[src/rtl/cjm_pkg.sv]
`timescale 1ns/1ps
package cjm_pkg;
   // error pattern of one half-rate cycle: {earlier sample, later sample}
   typedef enum logic [1:0] {
      PAIR_CLEAN = 2'b00,
      PAIR_LATE  = 2'b01,
      PAIR_EARLY = 2'b10,
      PAIR_BOTH  = 2'b11
   } pair_err_e;
endpackage

[src/rtl/cjm_jump_cmp.sv]
`timescale 1ns/1ps
module cjm_jump_cmp #(
   parameter int W = 8
) (
   input  logic [W-1:0] code_prev,
   input  logic [W-1:0] code_cur,
   input  logic [W-1:0] limit,
   output logic         over
);
   localparam int DW = W + 1;
   logic [DW-1:0] diff;
   logic [DW-1:0] mag;

   always_comb begin
      diff = {1'b0, code_cur} - {1'b0, code_prev};
      mag  = diff[DW-1] ? (~diff + DW'(1)) : diff;
      over = mag > {1'b0, limit};
   end
endmodule

[src/rtl/cjm_sat_counter.sv]
`timescale 1ns/1ps
module cjm_sat_counter #(
   parameter int WIDTH  = 16,
   parameter int STEP_W = 1
) (
   input  logic              clk,
   input  logic              rst_n,
   input  logic              clr,
   input  logic [STEP_W-1:0] inc,
   output logic [WIDTH-1:0]  count
);
   if (STEP_W > WIDTH) begin : g_bad_step
      $error("cjm_sat_counter: STEP_W must not exceed WIDTH");
   end

   logic [WIDTH:0]   sum;
   logic [WIDTH-1:0] cnt_q;

   always_comb sum = {1'b0, cnt_q} + {{(WIDTH + 1 - STEP_W){1'b0}}, inc};

   always_ff @(posedge clk or negedge rst_n) begin
      if (!rst_n)       cnt_q <= '0;
      else if (clr)     cnt_q <= '0;
      else if (sum[WIDTH]) cnt_q <= '1;
      else              cnt_q <= sum[WIDTH-1:0];
   end

   assign count = cnt_q;

   AST_CNT_NO_WRAP: assert property (@(posedge clk) disable iff (!rst_n)
      !clr |=> (cnt_q >= $past(cnt_q)));
   AST_CNT_CLEARED: assert property (@(posedge clk) disable iff (!rst_n)
      clr |=> (cnt_q == '0));
endmodule

[src/rtl/cjm_run_tracker.sv]
`timescale 1ns/1ps
module cjm_run_tracker
   import cjm_pkg::*;
#(
   parameter int W     = 8,
   parameter int IDX_W = 16,
   parameter int LEN_W = 8
) (
   input  logic             clk,
   input  logic             rst_n,
   input  logic             en,
   input  logic             err_early,
   input  logic             err_late,
   input  logic [IDX_W-1:0] idx_early,
   input  logic [W-1:0]     code_prev,
   input  logic [W-1:0]     code_early,
   input  logic [W-1:0]     code_late,
   input  logic             ack,
   output logic             evt_start,
   output logic             rpt_valid,
   output logic [IDX_W-1:0] rpt_start,
   output logic [LEN_W-1:0] rpt_length,
   output logic [W-1:0]     rpt_before,
   output logic [W-1:0]     rpt_after
);
   if (LEN_W < 2) begin : g_bad_len
      $error("cjm_run_tracker: LEN_W must be at least 2");
   end

   function automatic logic [LEN_W-1:0] len_plus(input logic [LEN_W-1:0] a,
                                                  input logic [1:0] b);
      logic [LEN_W:0] s;
      s = {1'b0, a} + {{(LEN_W - 1){1'b0}}, b};
      return s[LEN_W] ? '1 : s[LEN_W-1:0];
   endfunction

   // open run
   logic             run_q,   run_d;
   logic [IDX_W-1:0] start_q, start_d;
   logic [LEN_W-1:0] len_q,   len_d;
   logic [W-1:0]     bef_q,   bef_d;
   logic [W-1:0]     aft_q,   aft_d;
   // closing run to publish
   logic             pub;
   logic [IDX_W-1:0] pub_start;
   logic [LEN_W-1:0] pub_len;
   logic [W-1:0]     pub_bef, pub_aft;
   // held report
   logic             rv_q;
   logic [IDX_W-1:0] rs_q;
   logic [LEN_W-1:0] rl_q;
   logic [W-1:0]     rb_q, ra_q;

   pair_err_e pat;

   always_comb begin
      pat       = pair_err_e'({err_early, err_late});
      run_d     = run_q;
      start_d   = start_q;
      len_d     = len_q;
      bef_d     = bef_q;
      aft_d     = aft_q;
      pub       = 1'b0;
      pub_start = start_q;
      pub_len   = len_q;
      pub_bef   = bef_q;
      pub_aft   = aft_q;
      evt_start = 1'b0;
      if (!en) begin
         pub   = run_q;
         run_d = 1'b0;
      end else begin
         unique case (pat)
            PAIR_CLEAN: begin
               pub   = run_q;
               run_d = 1'b0;
            end
            PAIR_EARLY: begin
               pub   = 1'b1;
               run_d = 1'b0;
               if (run_q) begin
                  pub_len = len_plus(len_q, 2'd1);
               end else begin
                  evt_start = 1'b1;
                  pub_start = idx_early;
                  pub_len   = LEN_W'(1);
                  pub_bef   = code_prev;
                  pub_aft   = code_early;
               end
            end
            PAIR_LATE: begin
               pub       = run_q;
               evt_start = 1'b1;
               run_d     = 1'b1;
               start_d   = idx_early + IDX_W'(1);
               len_d     = LEN_W'(1);
               bef_d     = code_early;
               aft_d     = code_late;
            end
            PAIR_BOTH: begin
               run_d = 1'b1;
               if (run_q) begin
                  len_d = len_plus(len_q, 2'd2);
               end else begin
                  evt_start = 1'b1;
                  start_d   = idx_early;
                  len_d     = LEN_W'(2);
                  bef_d     = code_prev;
                  aft_d     = code_early;
               end
            end
            default: ;
         endcase
      end
   end

   always_ff @(posedge clk or negedge rst_n) begin
      if (!rst_n) begin
         run_q   <= 1'b0;
         start_q <= '0;
         len_q   <= '0;
         bef_q   <= '0;
         aft_q   <= '0;
         rv_q    <= 1'b0;
         rs_q    <= '0;
         rl_q    <= '0;
         rb_q    <= '0;
         ra_q    <= '0;
      end else begin
         run_q   <= run_d;
         start_q <= start_d;
         len_q   <= len_d;
         bef_q   <= bef_d;
         aft_q   <= aft_d;
         if (pub) begin
            rv_q <= 1'b1;
            rs_q <= pub_start;
            rl_q <= pub_len;
            rb_q <= pub_bef;
            ra_q <= pub_aft;
         end else if (ack) begin
            rv_q <= 1'b0;
         end
      end
   end

   assign rpt_valid  = rv_q;
   assign rpt_start  = rs_q;
   assign rpt_length = rl_q;
   assign rpt_before = rb_q;
   assign rpt_after  = ra_q;

   AST_RPT_HOLD: assert property (@(posedge clk) disable iff (!rst_n)
      (rv_q && !ack) |=> rv_q);
   AST_RPT_LEN_NONZERO: assert property (@(posedge clk) disable iff (!rst_n)
      rv_q |-> (rl_q != '0));
   AST_RUN_LEN_NONZERO: assert property (@(posedge clk) disable iff (!rst_n)
      run_q |-> (len_q != '0));
endmodule

[src/rtl/cjm_channel.sv]
`timescale 1ns/1ps
module cjm_channel #(
   parameter int W     = 8,
   parameter int IDX_W = 16,
   parameter int LEN_W = 8,
   parameter int CNT_W = 16
) (
   input  logic             clk,
   input  logic             rst_n,
   input  logic             en,
   input  logic             clr,
   input  logic [W-1:0]     limit,
   input  logic [W-1:0]     code_early,
   input  logic [W-1:0]     code_late,
   input  logic             ack,
   output logic [CNT_W-1:0] evt_count,
   output logic [CNT_W-1:0] err_count,
   output logic             rpt_valid,
   output logic [IDX_W-1:0] rpt_start,
   output logic [LEN_W-1:0] rpt_length,
   output logic [W-1:0]     rpt_before,
   output logic [W-1:0]     rpt_after
);
   logic [W-1:0]     prev_q;
   logic             prev_ok_q;
   logic [IDX_W-1:0] idx_q;
   logic             over_early, over_late;
   logic             err_early, err_late;
   logic             evt_start;
   logic [1:0]       err_inc;

   cjm_jump_cmp #(.W(W)) u_cmp_early (
      .code_prev(prev_q), .code_cur(code_early), .limit(limit), .over(over_early));
   cjm_jump_cmp #(.W(W)) u_cmp_late (
      .code_prev(code_early), .code_cur(code_late), .limit(limit), .over(over_late));

   always_comb begin
      err_early = en && prev_ok_q && over_early;
      err_late  = en && over_late;
      err_inc   = {1'b0, err_early} + {1'b0, err_late};
   end

   always_ff @(posedge clk or negedge rst_n) begin
      if (!rst_n) begin
         prev_q    <= '0;
         prev_ok_q <= 1'b0;
         idx_q     <= '0;
      end else if (en) begin
         prev_q    <= code_late;
         prev_ok_q <= 1'b1;
         idx_q     <= idx_q + IDX_W'(2);
      end else begin
         prev_ok_q <= 1'b0;
      end
   end

   cjm_run_tracker #(.W(W), .IDX_W(IDX_W), .LEN_W(LEN_W)) u_track (
      .clk(clk), .rst_n(rst_n), .en(en),
      .err_early(err_early), .err_late(err_late), .idx_early(idx_q),
      .code_prev(prev_q), .code_early(code_early), .code_late(code_late),
      .ack(ack), .evt_start(evt_start),
      .rpt_valid(rpt_valid), .rpt_start(rpt_start), .rpt_length(rpt_length),
      .rpt_before(rpt_before), .rpt_after(rpt_after));

   cjm_sat_counter #(.WIDTH(CNT_W), .STEP_W(1)) u_evt_cnt (
      .clk(clk), .rst_n(rst_n), .clr(clr), .inc(evt_start), .count(evt_count));
   cjm_sat_counter #(.WIDTH(CNT_W), .STEP_W(2)) u_err_cnt (
      .clk(clk), .rst_n(rst_n), .clr(clr), .inc(err_inc), .count(err_count));

   AST_IDLE_NO_EVENT: assert property (@(posedge clk) disable iff (!rst_n)
      !en |-> !evt_start);
   AST_START_NEEDS_ERR: assert property (@(posedge clk) disable iff (!rst_n)
      evt_start |-> (err_inc != 2'd0));
endmodule

[src/rtl/code_jump_monitor.sv]
`timescale 1ns/1ps
module code_jump_monitor #(
   parameter int NCH   = 2,
   parameter int W     = 8,
   parameter int IDX_W = 16,
   parameter int LEN_W = 8,
   parameter int CNT_W = 16
) (
   input  logic                       clk,
   input  logic                       rst_n,
   input  logic                       enable,
   input  logic                       clear,
   input  logic [W-1:0]               jump_limit,
   input  logic [NCH-1:0][W-1:0]      early_code,
   input  logic [NCH-1:0][W-1:0]      late_code,
   input  logic [NCH-1:0]             rpt_ack,
   output logic [NCH-1:0][CNT_W-1:0]  event_count,
   output logic [NCH-1:0][CNT_W-1:0]  error_count,
   output logic [NCH-1:0]             rpt_valid,
   output logic [NCH-1:0][IDX_W-1:0]  rpt_start,
   output logic [NCH-1:0][LEN_W-1:0]  rpt_length,
   output logic [NCH-1:0][W-1:0]      rpt_before,
   output logic [NCH-1:0][W-1:0]      rpt_after
);
   if (NCH < 1) begin : g_bad_nch
      $error("code_jump_monitor: NCH must be at least 1");
   end
   if (W < 2 || W > 16) begin : g_bad_w
      $error("code_jump_monitor: W must lie in 2..16");
   end
   if (IDX_W < 2 || CNT_W < 2) begin : g_bad_cnt
      $error("code_jump_monitor: IDX_W and CNT_W must be at least 2");
   end

   for (genvar c = 0; c < NCH; c++) begin : g_ch
      cjm_channel #(.W(W), .IDX_W(IDX_W), .LEN_W(LEN_W), .CNT_W(CNT_W)) u_ch (
         .clk(clk), .rst_n(rst_n), .en(enable), .clr(clear),
         .limit(jump_limit),
         .code_early(early_code[c]), .code_late(late_code[c]),
         .ack(rpt_ack[c]),
         .evt_count(event_count[c]), .err_count(error_count[c]),
         .rpt_valid(rpt_valid[c]), .rpt_start(rpt_start[c]),
         .rpt_length(rpt_length[c]), .rpt_before(rpt_before[c]),
         .rpt_after(rpt_after[c]));
   end
endmodule

[config.mk]
export PLATFORM = sky130hd
export DESIGN_NAME = code_jump_monitor
export DESIGN_NICKNAME = d
export VERILOG_FILES = /design/src/rtl/cjm_pkg.sv /design/src/rtl/cjm_jump_cmp.sv /design/src/rtl/cjm_sat_counter.sv /design/src/rtl/cjm_run_tracker.sv /design/src/rtl/cjm_channel.sv /design/src/rtl/code_jump_monitor.sv
export SDC_FILE = /design/constraint.sdc
export NUM_CORES = 1
export LEC_CHECK = 0
export ABC_CLOCK_PERIOD_IN_PS = 7900
export CORE_ASPECT_RATIO = 0.75
export CORE_UTILIZATION = 55
export DETAILED_ROUTE_END_ITERATION = 6
export PLACE_DENSITY_LB_ADDON = 0.25
export SYNTH_ARGS = -nofsm -noshare
export SYNTH_HDL_FRONTEND = slang
export SYNTH_SLANG_ARGS = --single-unit
[constraint.sdc]
create_clock -name clk -period 7.9 [get_ports clk]
set_input_delay 1.58 -clock clk [delete_from_list [all_inputs] [get_ports clk]]
set_output_delay 1.58 -clock clk [all_outputs]
set_load 0.02 [all_outputs]
==> impl_results.md, run 1 <==
- Status: complete, no violations
- CTS tree: yes
- Met2 usage: 44.6%
- Final hold vios: 0
- Number of CTS-inserted buffers: 28
- Pleak: 8.52 nW
- Worst-path clk slew: 0.06 ns
- Share of layout cells above drive strength 1: 7.02%
- Data required, critical path: 8.36 ns
- Grt total ovfl: 0
- First-pass GRT wire length: 69.8 mm
- CTS Root Buffer Type: clkbuf_16
- Top_reg_cell synth: dfrtp_1
- Power per Cell Area: 303 nW/µm²
- Syn Inst Count: 1,712
- Synth Net Count: 1,844
- Post-Place Cells: 2,226
- Slew HR: 23.5%
- Tmin final: 7.29 ns
- Grt met1 use: 40.6%
- Clock skew: 0.0138 ns
- Die height: 151 µm
- Total power: 5.87 mW
- Post-detail-place hpwl: 29.5 mm
- Setup TNS: 0 ns
- Placement Rows: 54
- R2R depth: 21
- Area after DPL: 18,400 µm²
- Total GRT Usage: 28.2%
- Layout Nets: 1,996
- H-tree lvl count: 1
- Area of the multi-input gates: 8460 µm²
- Largest cells by area after synthesis: dfrtp_1 (42%), ha_1 (6.2%), xnor2_1 (3.9%)
- PostCTS Resize Cnt: 0
- Port bufs: 191
- Worst VDD drop: 184 µV
- Pin count of the biggest net entering global routing: 93
- Antenna viol nets, final: 0
- Post-synth cell types: 85
- Slew Limit Fails: 0
- Worst Setup Start Kind: primary input
- Met3 usage: 4.02%
- Post-Route WL: 43.0 mm
- Layout fillers: 2,339
- Antenna violations before repair: 0
- # DRC: 0
- Post-Syn Area: 16,200 µm²
- Via count: 13,895
- Max Clock Freq: 0.137 GHz
- CTS max path bufs: 3
- Post-synth EDFFs: 0
- Io pins: 192
- Kind of critical path: primary input to flop
- Worst-Skew Late Latency: 0.55 ns
- Top cell type's share of synthesized area: 42.4%
- Drt wl/cell: 18.9 µm
- Reg area: 6880 µm²
- Vias in the first global route: 13,242
- Tightest Pin Transition: 1.15 ns
- Post-route cell area: 19,400 µm²
- Unrepaired setup endpoints after global routing: no
- Finished Core Util: 66.7%
- Synth async-reset ratio: 100%
- #FFs+latches synth: 275
- Maxcap violations: 0
- Seq/Total Area, Yosys: 42.4%
- Ant. Diodes: 0
- Core region area: 29,100 µm²
- Die Area: 30,200 µm²
- Max FO, Critical Path: 19
- Starting DRT DRC Count: 959
- CTS sink cnt: 275
- Initial Util: 55.9%
- Grt peak-use layer: met2
- Routed vias/inst: 6.11
- Non-Filler Instances: 2,273
- Postcts setup bufs: 0
- Syn_area_per_cell: 9.48 µm²
- Crit path DAT: 7.75 ns
- Layout Area Growth over Synthesis: 19.4%
- Hold_buf cts: 0
- Hold path cells: 1
- Hold WC Path Type: flop to flop
- Period utilization: 92.2%
- DR pass1 iterations: 7
- Die W: 200 µm
- Post-synth top area cell: dfrtp_1
- Synth warn: 0
- Setup-failing EPs final: 0
- Crit path capture type: flop
- GP Congestion: 0.930
[worst max-delay path, stage by stage]
cell and delay (ns):
clkdlybuf4s50_1 0.52, inv_1 0.10, ha_1 0.19, inv_1 0.06, fa_1 0.42, a211oi_2 0.27
nor2_1 0.10, o41ai_1 0.65, o21ai_0 0.25, xnor2_1 0.24, ha_1 0.27, and4_1 0.22
a221o_1 0.34, a21oi_1 0.25, o31ai_4 0.25, nor2_1 0.26, o21bai_1 0.24, ha_1 0.27
nand3_1 0.16, nor2_1 0.23, and3_1 0.32, nand2_1 0.30, a21oi_1 0.23
[flip-flops by register name, indices dropped and copies added, names as in the netlist, 2 cells and up]
signal                        count
g_ch.u_ch.u_err_cnt.count        32
g_ch.u_ch.u_track.run_q           2
g_ch.u_ch.u_track.rpt_length     16
g_ch.u_ch.u_track.rpt_start      32
g_ch.u_ch.u_evt_cnt.count        32
g_ch.u_ch.u_track.rpt_after      16
g_ch.u_ch.u_track.len_q          16
g_ch.u_ch.u_track.rpt_before     16
g_ch.u_ch.prev_q                 16
g_ch.u_ch.u_track.start_q        32
g_ch.u_ch.u_track.bef_q          16
g_ch.u_ch.idx_q                  30
g_ch.u_ch.u_track.rpt_valid       2
g_ch.u_ch.u_track.aft_q          16
[cell usage after synthesis, types with 10 or more instances]
| library cell | instances |
|---|---|
| dfrtp_1 | 275 |
| nor2_1 | 155 |
| inv_1 | 128 |
| nand2_1 | 104 |
| a21oi_1 | 91 |
| o21ai_0 | 87 |
| ha_1 | 80 |
| xnor2_1 | 73 |
| o22ai_1 | 58 |
| nand3_1 | 57 |
| clkbuf_1 | 55 |
| a221oi_1 | 47 |
| xor2_1 | 37 |
| nor3b_1 | 36 |
| and3_1 | 30 |
| buf_2 | 26 |
| nand4_1 | 25 |
| a2bb2oi_1 | 24 |
| o21bai_1 | 21 |
| a21o_1 | 18 |
| a31oi_1 | 17 |
| and4b_1 | 17 |
| nor3_1 | 17 |
| o221a_2 | 16 |
| mux2_1 | 14 |
| mux2_2 | 12 |
| nor2b_1 | 12 |
| a22oi_1 | 11 |
| mux2_4 | 10 |
| o21a_1 | 10 |
[power breakdown]
group | total [mW] | switching (mW) | internal (mW) | leakage, nW
combinational | 2.37 | 1.27 | 1.10 | 4.59
sequential | 2.11 | 0.333 | 1.78 | 3.46
clock | 1.38 | 0.561 | 0.823 | 0.468
total | 5.87 | 2.16 | 3.70 | 8.52
[metal layers]
metal | wire length, µm | vias up
met1 | 19700 | 6857
met5 | 0 | -
met2 | 19600 | 476
met4 | 951 | 0
met3 | 2710 | 65
li1 | - | 6497
[cell families after synthesis]
| family | Yosys count | synth area share, % |
|---|---|---|
| DFF | 275 | 42.4 |
| muxes | 40 | 2.97 |
| buffers and inverters | 225 | 5.68 |
| AOI/OAI and AO/OA | 479 | 20.6 |
| xor gates and xnor gates | 110 | 5.93 |
| adders and majority gates | 86 | 6.90 |
| and+or+nand+nor | 497 | 15.6 |
[final cells by class]
cell class | instances | share of cell area [%]
multi-input combinational | 1212 | 43.6
timing repair buffer | 216 | 11.0
sequential | 275 | 35.5
tap | 392 | 2.53
clock inverter | 11 | 0.820
inverter | 131 | 2.54
clock buffer | 36 | 4.03
[path summary, 6_finish.rpt]
kind | from | endpoint | slack (ns)
max | early_code[8] | g_ch[1].u_ch.u_evt_cnt.count[2] | 0.61
min in group asynchronous | rst_n | g_ch[1].u_ch.u_track.rpt_before[6] | 0.99
min reg2reg | g_ch[0].u_ch.u_track.start_q[9] | g_ch[0].u_ch.u_track.start_q[9] | 0.49
max in group asynchronous | rst_n | g_ch[0].u_ch.u_track.len_q[3] | 5.55
min | g_ch[0].u_ch.u_track.start_q[9] | g_ch[0].u_ch.u_track.start_q[9] | 0.49
max reg2reg | g_ch[1].u_ch.prev_q[0] | g_ch[1].u_ch.u_evt_cnt.count[2] | 1.78
[per-stage QoR]
| step | hold WS (ns) | setup slack [ns] |
|---|---|---|
| 2_1_floorplan | 0.458 | 0.946 |
| 3_5_place_dp | 0.475 | 0.104 |
| 3_3_place_gp | 0.468 | 0.345 |
| 6_report | 0.492 | 0.615 |
| 5_1_grt | 0.513 | 0.153 |
| 4_1_cts | 0.492 | 0.687 |
[placed cells by master, fill, tap and decap left out, drive strengths merged, types with 11 or more instances in the layout]
cell and instances:
o22ai 58, and4b 17, nand3 57, nand2 105
o21ai 92, nor3 17, xnor2 73, ha 80
a2bb2oi 24, buf 27, and3 30, a31oi 17
inv 131, a221oi 47, clkbuf 36, clkdlybuf4s50 189
nor2 156, nor3b 36, o221a 16, nor2b 12
mux2 36, a21o 18, dfrtp 275, xor2 37
a21oi 93, a22oi 11, o21bai 21, nand4 25
Note: power is estimated with default switching activity, not from simulation.
==> run 2, diff against run 1 <==
- CORE_UTILIZATION: 55 -> 34
==> impl_results.md, run 2 (synthesis gave the netlist of run 1 again) <==
- # DRC: 0 (unchanged)
- Die W: 254 µm (+27%)
- Post-Place Cells: 2,461 (+11%)
- Data required, critical path: 8.36 ns (about the same)
- Initial Util: 34.9% (-21 points)
- Critical path's largest stage delay: 0.62 ns (-0.03 ns)
- Pleak: 8.53 nW (+0.12%)
- Clock skew: 0.0140 ns (+0.000182 ns)
- Antenna violations before repair: 0 (unchanged)
- CTS tree: yes
- Setup-failing EPs final: 0 (unchanged)
- Slew HR: 20.1% (-3.3 points)
- Layout fillers: 4,491 (+92%)
- GP Congestion: 0.874 (-6.0%)
- Die height: 191 µm (+27%)
- Status: complete, no violations
- Layout Nets: 1,994 (-0.10%)
- RR Startpoint: g_ch[0].u_ch.prev_q[0]
- Terminus of the critical flop-to-flop path: g_ch[0].u_ch.u_err_cnt.count[5]
- Hold_ws: 0.487 ns (-0.00482 ns)
- Drt wl/cell: 18.2 µm (-3.8%)
- R2R depth: 25 (+19%)
- Io pins: 192 (unchanged)
- Worst Setup Start Kind: primary input
- Postcts setup bufs: 0 (unchanged)
- Non-Filler Instances: 2,514 (+11%)
- Power per Cell Area: 302 nW/µm² (-0.30%)
- Antenna viol nets, final: 0 (unchanged)
- Total power: 5.95 mW (+1.4%)
- Hold path cells: 1 (unchanged)
- Post-Route WL: 45.7 mm (+6.4%)
- CTS max path bufs: 3 (unchanged)
- Flop2flop setup slack: 1.85 ns (+0.07 ns)
- Hold endpoint: g_ch[0].u_ch.u_track.start_q[4]
- Max FO, Critical Path: 13 (-6)
- Maxcap violations: 0 (unchanged)
- Ant. Diodes: 0 (unchanged)
- PostCTS Resize Cnt: 0 (unchanged)
- Tightest Pin Transition: 1.20 ns (+0.0497 ns)
- Core region area: 46,500 µm² (+60%)
- Kind of critical path: primary input to flop
- Worst-Skew Late Latency: 0.56 ns (about the same)
- CTS Root Buffer Type: clkbuf_16
- Worst VDD drop: 189 µV (+2.8%)
- Tmin final: 7.37 ns (+0.0850 ns)
- Max Clock Freq: 0.136 GHz (-1.2%)
- Final hold vios: 0 (unchanged)
- Period utilization: 93.3% (+1.1 points)
- Setup TNS: 0 ns (unchanged)
- Via count: 13,566 (-2.4%)
- Share of layout cells above drive strength 1: 7.06% (+0.042 points)
- Die Area: 48,600 µm² (+61%)
- Crit path capture type: flop
- Pin count of the biggest net entering global routing: 163 (+75%)
- First-pass GRT wire length: 73.9 mm (+5.9%)
- Hold WC Path Type: flop to flop
- Crit path DAT: 7.83 ns (+0.08 ns)
- Hold_buf cts: 0 (unchanged)
- Post-detail-place hpwl: 31.1 mm (+5.3%)
- Commonest non-fill, non-tap cell in the layout: dfrtp_1
- Grt total ovfl: 0 (unchanged)
- Number of CTS-inserted buffers: 29 (+3.6%)
- Starting DRT DRC Count: 937 (-2.3%)
- CTS sink cnt: 275 (unchanged)
- Routed vias/inst: 5.40 (-12%)
- DR pass1 iterations: 5 (-2)
- Total GRT Usage: 18.7% (-9.4 points)
- Worst-path clk slew: 0.06 ns (about the same)
- Slew Limit Fails: 0 (unchanged)
- Worst hold start: g_ch[0].u_ch.u_track.start_q[4]
- Most frequent cells in the layout: dfrtp_1 (274), clkdlybuf4s50_1 (188), nor2_1 (155)
- H-tree lvl count: 1 (unchanged)
- Unrepaired setup endpoints after global routing: no
- Finished Core Util: 42.4% (-24 points)
- Placement Rows: 68 (+26%)
- Vias in the first global route: 13,313 (+0.54%)
- Slowest CP cell: clkdlybuf4s50_1
- Layout Area Growth over Synthesis: 21.5%
- Port bufs: 191 (unchanged)
==> run 2: cell count changes in the layout (fill, tap and decap cells not counted), sizes merged <==
cell,delta
buf,-2
clkinv,-1
clkbuf,+6
bufinv,+1
clkdlybuf4s50,-1
==> run 2: worst max path at each step <==
stage	start	endpoint	slack, ns
3_3_place_gp	early_code[1]	g_ch[0].u_ch.u_err_cnt.count[0]	0.20
4_1_cts	early_code[3]	g_ch[0].u_ch.u_err_cnt.count[5]	0.59
2_1_floorplan	early_code[0]	g_ch[0].u_ch.u_evt_cnt.count[10]	0.95
6_report	early_code[2]	g_ch[0].u_ch.u_err_cnt.count[5]	0.53
5_1_grt	early_code[2]	g_ch[0].u_ch.u_err_cnt.count[6]	0.07
3_5_place_dp	early_code[3]	g_ch[0].u_ch.u_err_cnt.count[6]	0.05
==> run 2: area by class of cell <==
| class | count | area [µm²] | area share, % |
|---|---|---|---|
| Multi-Input combinational cell | 1212 | 8460 | 42.9 |
| Inverter | 131 | 492 | 2.49 |
| Clock buffer | 42 | 825 | 4.18 |
| Clock inverter | 11 | 188 | 0.952 |
| Timing Repair Buffer | 213 | 2080 | 10.6 |
| Tap cell | 630 | 788 | 4.00 |
| Sequential cell | 275 | 6880 | 34.9 |
==> run 2: worst max-delay path, delay by kind of cell <==
family,cells,cell delay [ns]
muxes,1,0.42
adders and majority gates,4,1.32
buffers and inverters,3,0.77
AOI/OAI and AO/OA,8,2.00
and+or+nand+nor,9,1.74
==> run 2: per-stage QoR <==
stage | setup WS, ns | cell area, µm²
after floorplan | 0.946 | 16200
after global placement | 0.203 | 18700
after detailed placement | 0.0453 | 18700
after CTS | 0.585 | 19700
after global routing | 0.0661 | 19700
final | 0.530 | 19700
==> run 2: power breakdown <==
group / switching [mW] / leakage [nW] / total (mW) / internal [mW]
registers: 0.334 / 3.46 / 2.11 / 1.78
clock network: 0.592 / 0.498 / 1.48 / 0.886
logic: 1.27 / 4.57 / 2.36 / 1.09
==> run 2: per-layer routing <==
layer  global-route usage, %  vias up  wire length (µm)
met5                       0        -                 0
met4                    3.43        0               690
met3                    2.86       45              2090
met2                    29.1      321             20400
met1                    27.6     6681             22600
li1                        -     6519                 -
==> run 3, diff against run 2 <==
- CORE_MARGIN: default -> 2
==> impl_results.md, run 3 (synthesis gave the netlist of run 1 again) <==
- Status: complete, no violations
- Power per Cell Area: 301 nW/µm² (-0.12%)
- Die W: 256 µm (+0.79%)
- DR pass1 iterations: 7 (+2)
- Worst setup margin: 0.639 ns (+0.109 ns)
- Hold WC Path Type: flop to flop
- Slew HR: 20.9% (+0.75 points)
- Total GRT Usage: 18.1% (-0.63 points)
- Worst VDD drop: 178 µV (-5.6%)
- Worst-Skew Late Latency: 0.57 ns (about the same)
- Area after DPL: 18,700 µm² (+0.18%)
- # DRC: 0 (unchanged)
- Reg power frac: 35.1% (-0.4 points)
- Worst-path clk slew: 0.06 ns (about the same)
- Setup-failing EPs final: 0 (unchanged)
- Drt wl/cell: 17.9 µm (-1.4%)
- Worst Setup Start Kind: primary input
- Placement Rows: 69 (+1.5%)
- Post-Place Cells: 2,473 (+0.49%)
- Maxcap violations: 0 (unchanged)
- Initial Util: 34.4% (-0.51 points)
- Commonest non-fill, non-tap cell in the layout: dfrtp_1
- Unrepaired setup endpoints after global routing: no
- Psw: 2.20 mW (+0.12%)
- Port bufs: 191 (unchanged)
- Core region area: 47,200 µm² (+1.5%)
- Postcts setup bufs: 0 (unchanged)
- Die height: 193 µm (+1.0%)
- Slew Limit Fails: 0 (unchanged)
- Crit path DAT: 7.74 ns (-0.09 ns)
- Post-Route WL: 45.3 mm (-0.86%)
- First-pass GRT wire length: 74.5 mm (+0.80%)
- Sw frac: 36.8% (-0.078 points)
- Starting DRT DRC Count: 897 (-4.3%)
- CTS sink cnt: 275 (unchanged)
- Data required, critical path: 8.37 ns (about the same)
- Kind of critical path: primary input to flop
- Routed vias/inst: 5.36 (-0.64%)
- CTS max path bufs: 3 (unchanged)
- Antenna violations before repair: 0 (unchanged)
- Max Clock Freq: 0.138 GHz (+1.5%)
- Final hold vios: 0 (unchanged)
- Layout Nets: 1,998 (+0.20%)
- Post-detail-place hpwl: 31.0 mm (-0.25%)
- Post-route cell area: 19,800 µm² (+0.45%)
- Pleak: 8.56 nW (+0.40%)
- Grt total ovfl: 0 (unchanged)
- Crit path capture type: flop
- Clock skew: 0.0133 ns (-0.000643 ns)
- Non-Filler Instances: 2,528 (+0.56%)
- Pin count of the biggest net entering global routing: 177 (+8.6%)
- Layout Area Growth over Synthesis: 22.0%
- Antenna viol nets, final: 0 (unchanged)
- CTS Root Buffer Type: clkbuf_16
- Vias in the first global route: 13,401 (+0.66%)
- Share of layout cells above drive strength 1: 7.68% (+0.62 points)
- CTS tree: yes
- Setup TNS: 0 ns (unchanged)
- Tightest Pin Transition: 1.19 ns (-0.0112 ns)
- Internal power: 3.77 mW (+0.45%)
- Ant. Diodes: 0 (unchanged)
- Hold_ws: 0.484 ns (-0.00309 ns)
- Via count: 13,554 (-0.088%)
- Period utilization: 91.9% (-1.4 points)
- Io pins: 192 (unchanged)
- Tmin final: 7.26 ns (-0.109 ns)
- H-tree lvl count: 1 (unchanged)
- Number of CTS-inserted buffers: 30 (+3.4%)
- Clk pwr share: 25.2% (+0.3 points)
- Hold_buf cts: 0 (unchanged)
- GP Congestion: 0.849 (-2.9%)
- DP Worst Slack: -0.0538 ns (-0.0991 ns)
- Logic gate share of total power: 39.7% (about the same)
- Die Area: 49,500 µm² (+1.8%)
- Most frequent cells in the layout: dfrtp_1 (274), clkdlybuf4s50_1 (188), nor2_1 (155)
- Flop2flop setup slack: 1.87 ns (+0.02 ns)
- Max FO, Critical Path: 13 (unchanged)
==> run 3: layout make-up <==
cell class                      count  area (µm²)
Fill cell                        4565       27400
Tap cell                          639         800
Timing Repair Buffer              216        2110
Inverter                          131         492
Clock buffer                       40         870
Clock inverter                     15         190
Sequential cell                   275        6880
Multi-Input combinational cell   1212        8470
==> run 3: routing by layer <==
layer  routed length (µm)  vias to the layer above  global-route usage (%)
met5                    0                        -                       0
met4                  697                        0                    3.23
met3                 2320                       48                    2.75
met2                20300                      338                    28.5
met1                22000                     6654                    26.5
li1                     -                     6514                       -
==> run 3: power groups by stage <==
| stage | registers [mW] | logic (mW) | clock network (mW) |
|---|---|---|---|
| floorplan | 2.24 | 1.36 | 0 |
| global placement | 2.11 | 2.34 | 0 |
| detailed placement | 2.11 | 2.38 | 0 |
| CTS | 2.10 | 2.40 | 1.54 |
| global route | 2.15 | 2.61 | 1.59 |
| finish | 2.10 | 2.37 | 1.50 |
==> run 3: final timing paths <==
path,from,end,depth (start not counted)
worst max-delay path,early_code[0],g_ch[0].u_ch.u_err_cnt.count[1],27
worst min-delay path,g_ch[0].u_ch.u_track.start_q[11],g_ch[0].u_ch.u_track.start_q[11],1
worst max register to register,g_ch[0].u_ch.prev_q[0],g_ch[0].u_ch.u_err_cnt.count[1],25
worst min register to register,g_ch[0].u_ch.u_track.start_q[11],g_ch[0].u_ch.u_track.start_q[11],1
max in group asynchronous,rst_n,g_ch[0].u_ch.u_track.bef_q[1],2
min in group asynchronous,rst_n,g_ch[1].u_ch.u_track.rpt_after[7],1
==> run 3: stage by stage <==
stage	power [mW]	utilization, %
5_1_grt	6.36	41.9
2_1_floorplan	3.60	-
4_1_cts	6.03	41.9
3_5_place_dp	4.50	39.7
6_report	5.97	41.9
3_3_place_gp	4.44	39.7
==> run 3: critical path, stage by stage <==
cell and delay [ns]:
clkdlybuf4s50_1 0.55, inv_1 0.12, ha_1 0.20, inv_1 0.07, fa_1 0.39, a21oi_1 0.19, o21bai_1 0.13, xnor2_1 0.18
nor4_1 0.55, nor2_1 0.11, xnor2_1 0.15, ha_1 0.32, nand3_1 0.09, nor2_1 0.05, a2111o_1 0.51, nand2_2 0.12
inv_1 0.10, fa_1 0.42, inv_1 0.08, ha_1 0.16, and3_1 0.22, and3_1 0.20, and2_1 0.16, nand4_1 0.20
nor2_1 0.20, nand3_1 0.39, a21oi_1 0.27
==> run 3: timing repair <==
| action | CTS | global route |
|---|---|---|
| hold endpoints to repair | 0 | 0 |
| gates resized for setup | 0 | 2 |
| setup endpoints to repair | 0 | 9 |
